## src/rtl/pixfmt_pkg.sv

```systemverilog
package pixfmt_pkg;
  localparam int PIX_W    = 10;
  localparam int RGB_W    = 8;
  localparam int BUS_W    = 2 * PIX_W;
  localparam int CODE_LEN = 4;
  localparam int NARROW_W = PIX_W - 2;

  localparam logic [PIX_W-1:0] BLK_Y = PIX_W'(10'h040);
  localparam logic [PIX_W-1:0] BLK_C = PIX_W'(10'h200);

  typedef enum logic [2:0] {
    M_SDR8    = 3'd0,
    M_SDR10   = 3'd1,
    M_SDR16   = 3'd2,
    M_SDR20   = 3'd3,
    M_DDR_RGB = 3'd4,
    M_DDR8    = 3'd5,
    M_DDR10   = 3'd6,
    M_OFF     = 3'd7
  } mode_e;

  typedef struct packed {
    logic             de;
    logic             hs;
    logic             vs;
    logic             fld;
    logic [PIX_W-1:0] y;
    logic [PIX_W-1:0] cb;
    logic [PIX_W-1:0] cr;
    logic [RGB_W-1:0] r;
    logic [RGB_W-1:0] g;
    logic [RGB_W-1:0] b;
  } px_t;

  function automatic logic is_single_stream(mode_e m);
    return (m == M_SDR8) || (m == M_SDR10);
  endfunction
endpackage

```

## src/rtl/pixfmt_align.sv

```systemverilog
module pixfmt_align
  import pixfmt_pkg::*;
#(
  parameter int DEPTH = CODE_LEN
) (
  input  logic             clk_i,
  input  logic             rst_ni,
  input  px_t              px_i,
  output px_t              px_o,
  output logic [DEPTH-1:0] lead_o,
  output logic [DEPTH-1:0] trail_o
);
  px_t pipe [DEPTH+1];
  logic [DEPTH-1:0] trail_q;

  always_ff @(posedge clk_i or negedge rst_ni) begin
    if (!rst_ni) pipe[0] <= '0;
    else         pipe[0] <= px_i;
  end

  for (genvar i = 1; i <= DEPTH; i++) begin : g_stage
    always_ff @(posedge clk_i or negedge rst_ni) begin
      if (!rst_ni) pipe[i] <= '0;
      else         pipe[i] <= pipe[i-1];
    end
  end

  for (genvar i = 0; i < DEPTH; i++) begin : g_lead
    assign lead_o[i] = pipe[i].de;
  end

  // de history behind the output stage, used to time the end code
  always_ff @(posedge clk_i or negedge rst_ni) begin
    if (!rst_ni) trail_q <= '0;
    else         trail_q <= {trail_q[DEPTH-2:0], pipe[DEPTH].de};
  end

  assign px_o    = pipe[DEPTH];
  assign trail_o = trail_q;
endmodule

```

## src/rtl/pixfmt_timecode.sv

```systemverilog
module pixfmt_timecode
  import pixfmt_pkg::*;
(
  input  logic                cur_de_i,
  input  logic [CODE_LEN-1:0] lead_i,
  input  logic [CODE_LEN-1:0] trail_i,
  input  logic                fld_i,
  input  logic                vs_i,
  output logic                code_v_o,
  output logic [PIX_W-1:0]    code_w_o
);
  localparam int IW = $clog2(CODE_LEN);

  logic          sav, eav, h_bit;
  logic [IW-1:0] sav_idx, eav_idx, idx;
  logic [7:0]    status;

  assign sav     = ~cur_de_i & lead_i[0];
  assign eav     = ~cur_de_i & trail_i[CODE_LEN-1];
  assign sav_idx = IW'($countones(lead_i[CODE_LEN-1:1]));
  assign eav_idx = IW'(CODE_LEN - 1 - $countones(trail_i[CODE_LEN-2:0]));
  assign h_bit   = eav;
  assign idx     = eav ? eav_idx : sav_idx;

  assign status = {1'b1, fld_i, vs_i, h_bit,
                   vs_i ^ h_bit, fld_i ^ h_bit, fld_i ^ vs_i, fld_i ^ vs_i ^ h_bit};

  always_comb begin
    unique case (idx)
      IW'(0):          code_w_o = '1;
      IW'(CODE_LEN-1): code_w_o = {status, {(PIX_W-8){1'b0}}};
      default:         code_w_o = '0;
    endcase
  end

  assign code_v_o = sav | eav;
endmodule

```

## src/rtl/pixfmt_lane_map.sv

```systemverilog
module pixfmt_lane_map
  import pixfmt_pkg::*;
(
  input  mode_e             mode_i,
  input  logic [PIX_W-1:0]  word_i,
  input  logic [PIX_W-1:0]  y_i,
  input  logic [PIX_W-1:0]  c_i,
  input  logic [RGB_W-1:0]  r_i,
  input  logic [RGB_W-1:0]  g_i,
  input  logic [RGB_W-1:0]  b_i,
  output logic [BUS_W-1:0]  rise_o,
  output logic [BUS_W-1:0]  fall_o,
  output logic [BUS_W-1:0]  oe_o
);
  localparam int HALF_G = RGB_W / 2;
  localparam int RGB_LN = RGB_W + HALF_G;

  always_comb begin
    rise_o = '0;
    fall_o = '0;
    oe_o   = '0;
    unique case (mode_i)
      M_SDR8: begin
        rise_o[BUS_W-1 -: NARROW_W] = word_i[PIX_W-1 -: NARROW_W];
        oe_o[BUS_W-1 -: NARROW_W]   = '1;
      end
      M_SDR10: begin
        rise_o[BUS_W-1 -: PIX_W] = word_i;
        oe_o[BUS_W-1 -: PIX_W]   = '1;
      end
      M_SDR16: begin
        rise_o[BUS_W-1 -: NARROW_W] = y_i[PIX_W-1 -: NARROW_W];
        rise_o[PIX_W-1 -: NARROW_W] = c_i[PIX_W-1 -: NARROW_W];
        oe_o[BUS_W-1 -: NARROW_W]   = '1;
        oe_o[PIX_W-1 -: NARROW_W]   = '1;
      end
      M_SDR20: begin
        rise_o = {y_i, c_i};
        oe_o   = '1;
      end
      M_DDR_RGB: begin
        rise_o[BUS_W-1 -: RGB_LN] = {b_i, g_i[HALF_G-1:0]};
        fall_o[BUS_W-1 -: RGB_LN] = {r_i, g_i[RGB_W-1:HALF_G]};
        oe_o[BUS_W-1 -: RGB_LN]   = '1;
      end
      M_DDR8: begin
        rise_o[BUS_W-1 -: NARROW_W] = c_i[PIX_W-1 -: NARROW_W];
        fall_o[BUS_W-1 -: NARROW_W] = y_i[PIX_W-1 -: NARROW_W];
        oe_o[BUS_W-1 -: NARROW_W]   = '1;
      end
      M_DDR10: begin
        rise_o[BUS_W-1 -: PIX_W] = c_i;
        fall_o[BUS_W-1 -: PIX_W] = y_i;
        oe_o[BUS_W-1 -: PIX_W]   = '1;
      end
      default: ;
    endcase
    if (mode_i inside {M_SDR8, M_SDR10, M_SDR16, M_SDR20}) fall_o = rise_o;
  end
endmodule

```

## src/rtl/pix_port_fmt.sv

```systemverilog
module pix_port_fmt
  import pixfmt_pkg::*;
(
  input  logic             clk_i,
  input  logic             rst_ni,
  input  logic [2:0]       mode_i,
  input  logic [2:0]       pol_i,
  input  logic             de_i,
  input  logic             hs_i,
  input  logic             vs_i,
  input  logic             field_i,
  input  logic [PIX_W-1:0] y_i,
  input  logic [PIX_W-1:0] cb_i,
  input  logic [PIX_W-1:0] cr_i,
  input  logic [RGB_W-1:0] r_i,
  input  logic [RGB_W-1:0] g_i,
  input  logic [RGB_W-1:0] b_i,
  output logic [BUS_W-1:0] pd_rise_o,
  output logic [BUS_W-1:0] pd_fall_o,
  output logic [BUS_W-1:0] pd_oe_o,
  output logic             hs_o,
  output logic             vs_o,
  output logic             fde_o
);
  px_t                 px_in, cur;
  logic [CODE_LEN-1:0] lead, trail;
  logic                code_v;
  logic [PIX_W-1:0]    code_w;

  assign px_in = '{de: de_i, hs: hs_i, vs: vs_i, fld: field_i,
                   y: y_i, cb: cb_i, cr: cr_i, r: r_i, g: g_i, b: b_i};

  pixfmt_align #(.DEPTH(CODE_LEN)) u_align (
    .clk_i  (clk_i),
    .rst_ni (rst_ni),
    .px_i   (px_in),
    .px_o   (cur),
    .lead_o (lead),
    .trail_o(trail)
  );

  pixfmt_timecode u_code (
    .cur_de_i(cur.de),
    .lead_i  (lead),
    .trail_i (trail),
    .fld_i   (cur.fld),
    .vs_i    (cur.vs),
    .code_v_o(code_v),
    .code_w_o(code_w)
  );

  // mode is loaded only when a frame start reaches the output stage
  logic  vs_q, frame_start;
  mode_e mode_q, eff_mode;

  assign frame_start = cur.vs & ~vs_q;
  assign eff_mode    = frame_start ? mode_e'(mode_i) : mode_q;

  always_ff @(posedge clk_i or negedge rst_ni) begin
    if (!rst_ni) begin
      vs_q   <= 1'b0;
      mode_q <= M_OFF;
    end else begin
      vs_q   <= cur.vs;
      mode_q <= eff_mode;
    end
  end

  // word phase (single-stream) and pixel parity, both restarted per line
  logic ph_q, odd_q, wph, wodd, a_start, single;

  assign a_start = cur.de & ~trail[0];
  assign single  = is_single_stream(eff_mode);
  assign wph     = a_start ? 1'b0 : ph_q;
  assign wodd    = a_start ? 1'b0 : odd_q;

  always_ff @(posedge clk_i or negedge rst_ni) begin
    if (!rst_ni) begin
      ph_q  <= 1'b0;
      odd_q <= 1'b0;
    end else begin
      ph_q  <= ~wph;
      odd_q <= single ? (wodd ^ wph) : ~wodd;
    end
  end

  logic [PIX_W-1:0] y_s, cb_s, cr_s, c_s, word;
  logic [RGB_W-1:0] r_s, g_s, b_s;

  assign y_s  = cur.de ? cur.y  : BLK_Y;
  assign cb_s = cur.de ? cur.cb : BLK_C;
  assign cr_s = cur.de ? cur.cr : BLK_C;
  assign r_s  = cur.de ? cur.r  : '0;
  assign g_s  = cur.de ? cur.g  : '0;
  assign b_s  = cur.de ? cur.b  : '0;
  assign c_s  = wodd ? cr_s : cb_s;
  assign word = code_v ? code_w : (wph ? y_s : c_s);

  logic [BUS_W-1:0] rise_d, fall_d, oe_d;

  pixfmt_lane_map u_map (
    .mode_i(eff_mode),
    .word_i(word),
    .y_i   (y_s),
    .c_i   (c_s),
    .r_i   (r_s),
    .g_i   (g_s),
    .b_i   (b_s),
    .rise_o(rise_d),
    .fall_o(fall_d),
    .oe_o  (oe_d)
  );

  always_ff @(posedge clk_i or negedge rst_ni) begin
    if (!rst_ni) begin
      pd_rise_o <= '0;
      pd_fall_o <= '0;
      pd_oe_o   <= '0;
      hs_o      <= 1'b0;
      vs_o      <= 1'b0;
      fde_o     <= 1'b0;
    end else begin
      pd_rise_o <= rise_d;
      pd_fall_o <= fall_d;
      pd_oe_o   <= oe_d;
      hs_o      <= cur.hs ^ pol_i[0];
      vs_o      <= cur.vs ^ pol_i[1];
      fde_o     <= (single ? cur.fld : cur.de) ^ pol_i[2];
    end
  end
endmodule

```

## config.mk

```make
export PLATFORM = sky130hd
export DESIGN_NAME = pix_port_fmt
export DESIGN_NICKNAME = d
export VERILOG_FILES = /design/src/rtl/pixfmt_pkg.sv /design/src/rtl/pixfmt_align.sv /design/src/rtl/pixfmt_timecode.sv /design/src/rtl/pixfmt_lane_map.sv /design/src/rtl/pix_port_fmt.sv
export SDC_FILE = /design/constraint.sdc
export NUM_CORES = 1
export LEC_CHECK = 0
export BUFFER_PORTS_ARGS = -buffer_cell sky130_fd_sc_hd__buf_4
export CORE_ASPECT_RATIO = 0.7
export CORE_MARGIN = 2
export CORE_UTILIZATION = 50
export DETAILED_ROUTE_END_ITERATION = 7
export GPL_TIMING_DRIVEN = 0
export PLACE_DENSITY = 0.69
export SETUP_SLACK_MARGIN = 0.2
export SYNTH_ARGS = -nofsm -noshare
export SYNTH_HDL_FRONTEND = slang
export SYNTH_SLANG_ARGS = --single-unit
export TNS_END_PERCENT = 20
```

## constraint.sdc

```tcl
create_clock -name clk_i -period 5.6 [get_ports clk_i]
set_input_delay 0.56 -clock clk_i [delete_from_list [all_inputs] [get_ports clk_i]]
set_output_delay 0.56 -clock clk_i [all_outputs]
set_load 0.005 [all_outputs]
```

==> results.toml <==
[grt]
grt_antenna_before_repair = 0
globalRoute.totalOverflow = 0
grt_usage_pct = 18.2
first_global_vias = 5396
grt_pass1_wl_um = 30700
pin_count_of_the_biggest_net_entering_global_routing = 142

[placement]
gp_congestion = 0.818
portBuffers = 128
detailed_place_hpwl_um = 12800

[layout]
antenna-diode-count = 0
layout_common_cells = "dfrtp_1 (344), buf_4 (143), clkbuf_16 (30)"
post_route_cells_drive_above_1_share_pct = 29.1
layout_commonest_cell = "dfrtp_1"
final_nets = 836
area.growth.synth_to_final_pct = 23.3
fill_cells = 1516

[critical_path]
cp_slowest_stage_delay_ps = 350
path_cells = "clkbuf_1, nand2b_1, o21a_1, ha_1, nor2_1, o21a_1, a21oi_1, and3_1, a211o_1"
critical_path.most_common_cell = "o21a_1"
timing.critical_path.slowest_stage_cell = "dfrtp_1"
critical_path.max_fanout = 9
timing.critical_path.arrival_ps = 3080
required_ps = 6040
worst_path_dominant_cell_family = "compound AO/OA/AOI/OAI gates"
setup.worst_path.class = "flop to flop"
crit_path_end_kind = "flop"
type_of_element_launching_the_critical_path = "flop"
number_of_buffer_and_inverter_instances_along_the_worst_setup_path = 1
worstRegToRegCells = 9
worstSetupPathDepth = 9

[clocking]
clk_root_buffer_cell = "clkbuf_16"
htree_num_levels = 1
clockBufferDepth = 3
post_cts_resized = 0
clock_sink_count = 347
clk_pin_slew_ps = 70
clkLatencyLatePin_ps = 560
tritoncts_clock_tree = "yes"
cts_inserted_buffers = 30

[yosys]
syn-cell-area_um2 = 10400
postSynthNetCount = 673
total_number_of_yosys_warnings = 0
synth-edff-count = 0
ys.flop_type = "dfrtp_1"
synthArstFlopShare_pct = 100
syn_avg_cell_area_um2 = 17.3
ys_seq_area_share_pct = 83.2
number_of_unique_standard_cell_types_used_by_synthesis = 63
synth_cells = 603
ys_ff_latch = 347

[sta]
fin_crit_period_ps = 2640
holdWs_ps = 101
maxClockFrequency_mhz = 378
timing_hold_violations_final = 0
slew-limit-headroom_pct = 50.9
setup_tns_after_final_layout_ps = 0
maxSlewViolCount = 0
setup_viol = 0
worst_slew_pin_slew_ps = 729
timing.clock.skew_ps = 19.1
final.period_utilization_pct = 47.2
rsz0062_at_grt = "false"

[pwr]
cellLeakagePower_nw = 6.08
p_per_area_nw_per_um2 = 414
peakVddDrop_uv = 302

[hold_path]
worstHoldPathType = "input port to flop"
holdPathStages = 1

[floorplan]
die-area_um2 = 22100
initial_core_util_pct = 50.7
row_count = 44
die_width_um = 177
ioPinCount = 129
core_area_um2 = 20600
die_height_um = 125

[detailed_routing]
antenna_left = 0
post_drt_wl_per_cell_um = 18.1
first_pass_iters = 5
drc = 0
finalWirelength_um = 19200
routed-via-count = 5129
number_of_drc_markers_after_the_initial_detailed_route_iteration = 362
drt-vias-per-instance = 4.81

[job]
max_cap_viol_count = 0

[status]
outcome = "completed"
[sequential cells by signal, summed over array words and instances, names as in the netlist]
register         count
u_align.pipe       228
u_align.px_o        58
pd_rise_o           20
pd_fall_o           19
pd_oe_o              5
u_align.lead_o       4
u_align.trail_o      4
mode_q               3
fde_o                1
hs_o                 1
odd_q                1
ph_q                 1
vs_o                 1
vs_q                 1
[final timing paths]
check                                   start                 to  slack [ps]
setup / recovery           u_align.trail_o[3]      pd_rise_o[17]        2960
hold / removal                        cb_i[3]  u_align.pipe[269]         100
setup reg to reg           u_align.trail_o[3]      pd_rise_o[17]        2960
hold reg to reg             u_align.pipe[129]   u_align.pipe[71]         340
max in group asynchronous              rst_ni  u_align.pipe[117]        4020
min in group asynchronous              rst_ni   u_align.px_o[20]         570
[Yosys cell counts, types with 3 or more instances]
master       n  area [um^2]
dfrtp_1    344         8610
nand2_1     26         97.6
nor2_1      22         82.6
o21ai_0     17         85.1
buf_4       16          120
a21oi_1     11         55.1
inv_1       10         37.5
a21o_1       8         60.1
a221o_1      8         80.1
clkbuf_1     8         30.0
and3_1       7         43.8
nand3_1      7         35.0
mux2_2       6         67.6
nand2b_1     6         37.5
nor2b_1      6         37.5
xor2_1       6         52.6
and2_1       5         31.3
o21a_1       5         37.5
a211o_1      4         35.0
a21boi_0     4         30.0
a22oi_1      4         30.0
a32oi_1      4         35.0
buf_2        4         20.0
mux2i_1      4         40.0
nor3_1       4         20.0
o211ai_1     4         30.0
buf_6        3         33.8
dfstp_2      3         78.8
o2bb2ai_1    3         26.3
[metrics by stage]
| step | area, um^2 | setup WS, ps | std cells | power [W] | util, % |
|---|---|---|---|---|---|
| global route | 12900 | 2760 | 1066 | 0.00556 | 62.5 |
| finish | 12900 | 2960 | 1066 | 0.00533 | 62.5 |
| floorplan | 10400 | 3380 | 603 | 0.00297 | - |
| global placement | 11700 | 1160 | 1007 | 0.00323 | 57.1 |
| detailed placement | 11800 | 2980 | 1009 | 0.00325 | 57.4 |
| CTS | 12900 | 2970 | 1066 | 0.00539 | 62.5 |
[per-layer routing]
layer / track usage [%] / vias to the layer above / share of wire [%]
met5: 0 / - / 0
met4: 4.28 / 0 / 2.0
met3: 3.54 / 29 / 6.6
met2: 28.1 / 156 / 47
met1: 27.4 / 2606 / 44
li1: - / 2338 / -
[report_power, final]
part           internal [W]  switching [W]  total [W]  leakage, nW
logic              0.000219       0.000247   0.000465         1.47
registers           0.00267      0.0000699    0.00274         4.10
clock network       0.00122       0.000901    0.00213        0.507
[cells by family after synthesis]
group	count (synthesis)	share of synthesized area, %
XOR/XNOR	9	0.827
adder cells (fa/ha/maj)	4	0.623
buffers and inverters	44	2.60
AO/OA/AOI/OAI	91	6.58
AND/OR/NAND/NOR	95	4.65
flip-flops	347	83.2
multiplexers	13	1.52
[layout make-up]
class | instances | area [um^2] | area share (%)
Sequential cell | 347 | 8690 | 67.5
Clock buffer | 37 | 807 | 6.27
Clock inverter | 19 | 245 | 1.91
Timing Repair Buffer | 131 | 1030 | 8.03
Tap cell | 276 | 345 | 2.68
Buffer | 32 | 224 | 1.74
Inverter | 12 | 47.5 | 0.369
Multi-Input combinational cell | 212 | 1480 | 11.5
[repair_timing]
item,in CTS,in global routing
hold buffers,1,0
endpoints found under the hold margin,67,0
buffers inserted,0,0
Note: power is estimated with default switching activity, not from simulation.
